File: src/rtl/errdef_pkg.sv
package errdef_pkg;

    localparam int NUM_LINES = 2;
    localparam int LINE_BUS  = 0;   // lower index wins when both lines fault
    localparam int LINE_MOD  = 1;

    typedef logic [3:0] err_code_t;

    localparam err_code_t NOERR_CODE = 4'h0;

    typedef logic [NUM_LINES-1:0] line_vec_t;

    typedef enum logic [1:0] {
        SRC_IDLE,
        SRC_LOCAL,
        SRC_FWD,
        SRC_LINE
    } tx_src_e;

    typedef struct packed {
        logic      send;
        logic      placeholder;
        err_code_t code;
    } tx_word_t;

    localparam tx_word_t TX_IDLE = '{send: 1'b0, placeholder: 1'b0, code: NOERR_CODE};

    // Line-error code for the highest-priority faulting line.
    function automatic err_code_t line_code(line_vec_t f, err_code_t bus_c, err_code_t mod_c);
        err_code_t c;
        c = NOERR_CODE;
        if (f[LINE_MOD]) c = mod_c;
        if (f[LINE_BUS]) c = bus_c;
        return c;
    endfunction

endpackage

File: src/rtl/line_pend_reg.sv
module line_pend_reg
    import errdef_pkg::*;
#(
    parameter int LINES = NUM_LINES
) (
    input  logic             clk,
    input  logic             rst,
    input  logic [LINES-1:0] fault,
    input  logic             cycle_end,
    output logic [LINES-1:0] pend
);

    for (genvar i = 0; i < LINES; i++) begin : g_line
        always_ff @(posedge clk) begin
            if (rst) begin
                pend[i] <= 1'b0;
            end else if (cycle_end) begin
                // sampled into override this edge, then cleared
                pend[i] <= 1'b0;
            end else if (fault[i]) begin
                pend[i] <= 1'b1;
            end
        end
    end

endmodule

File: src/rtl/override_ctl.sv
module override_ctl (
    input  logic clk,
    input  logic rst,
    input  logic cycle_end,
    input  logic pend_any,
    input  logic fault_any,
    output logic ovr
);

    logic ovr_d;

    always_comb begin
        ovr_d = ovr;
        if (cycle_end) begin
            ovr_d = pend_any | fault_any;
        end
    end

    always_ff @(posedge clk) begin
        if (rst) ovr <= 1'b0;
        else     ovr <= ovr_d;
    end

endmodule

File: src/rtl/report_sel.sv
module report_sel
    import errdef_pkg::*;
#(
    parameter err_code_t MOD_CODE = 4'hA,
    parameter err_code_t BUS_CODE = 4'hB
) (
    input  logic      clk,
    input  logic      rst,
    input  line_vec_t fault,
    input  logic      ovr,
    input  logic      local_req,
    input  err_code_t local_code,
    input  logic      fwd_valid,
    input  err_code_t fwd_code,
    output tx_word_t  tx_q
);

    tx_src_e  src;
    tx_word_t tx_d;

    always_comb begin
        if (|fault) begin
            if (ovr)            src = SRC_LINE;
            else if (fwd_valid) src = SRC_FWD;
            else                src = SRC_IDLE;
        end else if (local_req) begin
            src = SRC_LOCAL;
        end else begin
            src = SRC_IDLE;
        end
    end

    always_comb begin
        tx_d = TX_IDLE;
        unique case (src)
            SRC_LINE:  tx_d = '{send: 1'b1, placeholder: 1'b0,
                                code: line_code(fault, BUS_CODE, MOD_CODE)};
            SRC_FWD:   tx_d = '{send: 1'b1, placeholder: 1'b0, code: fwd_code};
            SRC_LOCAL: tx_d = '{send: 1'b1, placeholder: 1'b0, code: local_code};
            SRC_IDLE: begin
                // fault with nothing to pass on: placeholder report
                if (|fault) tx_d = '{send: 1'b1, placeholder: 1'b1, code: NOERR_CODE};
            end
            default:   tx_d = TX_IDLE;
        endcase
    end

    always_ff @(posedge clk) begin
        if (rst) tx_q <= TX_IDLE;
        else     tx_q <= tx_d;
    end

endmodule

File: src/rtl/err_line_defer.sv
module err_line_defer
    import errdef_pkg::*;
#(
    parameter logic [3:0] MOD_CODE = 4'hA,
    parameter logic [3:0] BUS_CODE = 4'hB
) (
    input  logic       clk,
    input  logic       rst,
    input  logic       bus_line_fault,
    input  logic       mod_line_fault,
    input  logic       cycle_end,
    input  logic       local_req,
    input  logic [3:0] local_code,
    input  logic       fwd_valid,
    input  logic [3:0] fwd_code,
    output logic       tx_send,
    output logic [3:0] tx_code,
    output logic       tx_placeholder,
    output logic       override_o
);

    line_vec_t fault_v;
    line_vec_t pend_v;
    logic      pend_any;
    logic      ovr;
    tx_word_t  tx_q;

    always_comb begin
        fault_v           = '0;
        fault_v[LINE_BUS] = bus_line_fault;
        fault_v[LINE_MOD] = mod_line_fault;
    end

    assign pend_any = |pend_v;

    line_pend_reg #(.LINES(NUM_LINES)) u_pend (
        .clk       (clk),
        .rst       (rst),
        .fault     (fault_v),
        .cycle_end (cycle_end),
        .pend      (pend_v)
    );

    override_ctl u_ovr (
        .clk       (clk),
        .rst       (rst),
        .cycle_end (cycle_end),
        .pend_any  (pend_any),
        .fault_any (|fault_v),
        .ovr       (ovr)
    );

    report_sel #(.MOD_CODE(MOD_CODE), .BUS_CODE(BUS_CODE)) u_sel (
        .clk        (clk),
        .rst        (rst),
        .fault      (fault_v),
        .ovr        (ovr),
        .local_req  (local_req),
        .local_code (local_code),
        .fwd_valid  (fwd_valid),
        .fwd_code   (fwd_code),
        .tx_q       (tx_q)
    );

    assign tx_send        = tx_q.send;
    assign tx_code        = tx_q.code;
    assign tx_placeholder = tx_q.placeholder;
    assign override_o     = ovr;

endmodule

File: config.mk
export PLATFORM = sky130hd
export DESIGN_NAME = err_line_defer
export DESIGN_NICKNAME = d
export VERILOG_FILES = /design/src/rtl/errdef_pkg.sv /design/src/rtl/line_pend_reg.sv /design/src/rtl/override_ctl.sv /design/src/rtl/report_sel.sv /design/src/rtl/err_line_defer.sv
export SDC_FILE = /design/constraint.sdc
export NUM_CORES = 1
export LEC_CHECK = 0
export BUFFER_PORTS_ARGS = -buffer_cell sky130_fd_sc_hd__buf_2
export CAP_MARGIN = 20
export CELL_PAD_IN_SITES_DETAIL_PLACEMENT = 0
export CELL_PAD_IN_SITES_GLOBAL_PLACEMENT = 1
export CORE_AREA = 2 2 40 42
export CTS_CLUSTER_SIZE = 8
export DETAILED_ROUTE_END_ITERATION = 6
export DIE_AREA = 0 0 42 44
export HOLD_SLACK_MARGIN = 0.06
export PLACE_DENSITY_LB_ADDON = 0.1
export SLEW_MARGIN = 20
export SYNTH_ARGS = -nofsm -noshare
export SYNTH_HDL_FRONTEND = slang
export SYNTH_HIERARCHICAL = 1
export SYNTH_SLANG_ARGS = --single-unit
File: constraint.sdc
create_clock -name clk -period 1.2 [get_ports clk]
set_clock_uncertainty 0.1 [all_clocks]
set_input_delay 0.18 -clock clk [delete_from_list [all_inputs] [get_ports clk]]
set_output_delay 0.18 -clock clk [all_outputs]
set_load 0.01 [all_outputs]
==> summary.txt <==
Run status
  • Outcome: finished clean

Setup path
  • Setup CP Type: in2reg
  • Crit Reg-Reg Startpoint: u_ovr/ovr
  • Worst EP required: 1.29 ns
  • Cells along the critical path: dlygate4sd3_1 > buf_4 > a21oi_1 > mux2_4 > nor2_1
  • CP max stage delay: between 0.5 and 0.6 ns
  • Crit path arrival time: ~1.2 ns
  • CP max-delay cell: dlygate4sd3_1
  • Crit Path Max Fanout: 5
  • Startpoint type of the worst setup path: primary input
  • CP Launch Point: fwd_valid
  • Worst reg-to-reg setup slack: 0.24 ns
  • Worst Setup End Kind: flop

Layout
  • Fin util: 37.2%
  • Layout cells sized above 1: 43.1%
  • Most frequent cells in the layout: buf_2, nor2_1, dfxtp_1, a21oi_1
  • Most common cell after layout, fill and taps aside: buf_2
  • Ant diodes: 0
  • Final instance area: 528 um^2
  • Final nets: 81
  • Synth-to-layout area growth: 50.7%

Power and ir drop
  • Leakage dissipation: roughly 0.26 nW
  • Power density cells: roughly 1300 nW/um^2
  • Maximum VDD drop: between 0.0007 and 0.0008 V

GRT
  • Overflow after GRT: 0
  • GRT Total Usage: between 10% and 20%
  • Largest net degree at the start of global routing: 10
  • First-pass GRT wire length: around 1400 um
  • Initial antenna violation count: 0
  • Number of global-route vias before repair: 330

Floorplanning
  • Core Area: 1420 um^2
  • Die width: around 42 um
  • Die area: 1850 um^2
  • Site Rows: 14
  • Die Height: between 40 and 50 um
  • Boundary pin count: 22
  • Starting utilization of the core area: approximately 25%

STA
  • Slew headroom: a little over four fifths
  • Final Hold Vio Count: 0
  • Final setup margin: ~0.05 ns
  • Hold_ws: about 0.079 ns
  • Unrepaired setup endpoints after global routing: false
  • Final Max Slew Viols: 0
  • Setup violators final: 0
  • Final Cycle Share: approximately 96%
  • Setup TNS: 0 ns
  • Min Clock Period, post-route: roughly 1.2 ns
  • Tightest Pin Transition: roughly 0.24 ns
  • Fmax: ~0.87 GHz

Detailed routing
  • DRT iter0 DRCs: 4
  • Pre-Repair DR Iteration Count: 4
  • Detailed-route vias per instance: 4.49
  • Antenna viol nets, final: 0
  • Final WL: between 800 and 900 um
  • Routed vias: around 360
  • Avg WL per Cell: roughly 11 um
  • # DRC: 0

Yosys
  • Yosys cell types: 13
  • Syn_nets: 53
  • Mapped Cells: 38
  • Area contributors post-synth: dfxtp_1, nor2_1, mux2_4
  • Yosys reg bits: 9
  • Register area share after synthesis: between 50% and 60%
  • Syn Area/Cell: between 9 and 10 um^2
  • Synthesized area: around 350 um^2
  • Synth top area share: 51.4%
  • Total number of yosys warnings: 6
  • Post-synth top area cell: dfxtp_1

Clocking
  • Clock Pin Slew Worst Setup and Hold Paths: 0.06 ns
  • Clk root buf: clkbuf_4
  • CTS tree: yes
  • Cts bufs inserted: 3
  • Clock Path Buffers: 2
  • Htree depth: 1
  • Clock Latency Late Sink: between 0.2 and 0.3 ns
  • CTS Sinks: 9

Min path
  • Hold path startpoint: local_code[2]
  • Worst min path class: in2reg

Placement
  • RD Place Congestion: slightly below 0.8
  • Placed cell areas: ~480 um^2
  • Buffers on Ports: 21
  • Setup WS pre-CTS: 0.000851 ns

Run
  • Max-Cap Viols: 0
-- power breakdown --
part | leakage [nW] | switching [mW] | internal [mW] | total, mW
clock | 0.0150 | 0.0947 | 0.127 | 0.222
combinational | 0.166 | 0.0511 | 0.0610 | 0.112
sequential | 0.0747 | 0.00877 | 0.318 | 0.327
total | 0.255 | 0.155 | 0.507 | 0.661
-- cell usage after synthesis --
cell and count:
nand4b_1 2, nand2_1 2, nor3_1 2, nor4_1 1, mux2_4 2, nor2_1 9, a211oi_1 1, a21oi_1 4
buf_2 1, nand3_1 1, dfxtp_1 9, or2_1 3, a32oi_1 1
-- what timing repair did --
| action | CTS | global route |
|---|---|---|
| resized for setup | 0 | 2 |
| buffers inserted | 0 | 0 |
| setup endpoints to repair | 0 | 3 |
| endpoints found under the hold margin | 4 | 0 |
| hold buffers | 2 | 0 |
-- sequential cells by signal, summed over array words and instances, names as in the netlist --
| register | count |
|---|---|
| u_ovr/ovr | 1 |
| u_pend/pend | 2 |
| u_sel/tx_q | 6 |
-- metrics by stage --
step | cells | power [mW]
3_5_place_dp | 75 | 0.440
5_1_grt | 81 | 0.707
6_report | 81 | 0.661
4_1_cts | 81 | 0.673
2_1_floorplan | 38 | 0.383
3_3_place_gp | 75 | 0.441
-- per-layer routing --
layer	up-vias	track usage (%)	part of all wire, %
met4	0	5.81	0
met5	-	0	0
met1	162	11.4	44
li1	187	-	-
met3	0	7.92	8.8
met2	15	15.9	47
-- area by class of cell --
class,count,area [um^2]
clock buffer,4,26.3
fill,155,891
multi-input combinational,28,165
sequential,9,181
tap,16,20.0
timing repair buffer,24,135
-- path summary, 6_finish.rpt --
check / depth (start not counted) / endpoint
max: 5 / u_sel/tx_q[1]
min reg2reg: 2 / u_pend/pend[0]
max reg2reg: 3 / u_sel/tx_q[1]
min: 3 / u_sel/tx_q[2]
-- logic make-up after synthesis --
| logic type | after synthesis | synth area share (%) |
|---|---|---|
| multiplexers | 2 | 8.57 |
| AND/OR/NAND/NOR | 20 | 28.2 |
| AO/OA/AOI/OAI | 6 | 10.4 |
| buffers and inverters | 1 | 1.43 |
| flip-flops | 9 | 51.4 |
-- worst max-delay path: cells and delay by family --
family                 cells  cell delay (ns)
AOI/OAI and AO/OA          1             0.06
buffers and inverters      2             0.66
muxes                      1             0.25
and+or+nand+nor            1             0.09
(Power assumes the default switching activity.)
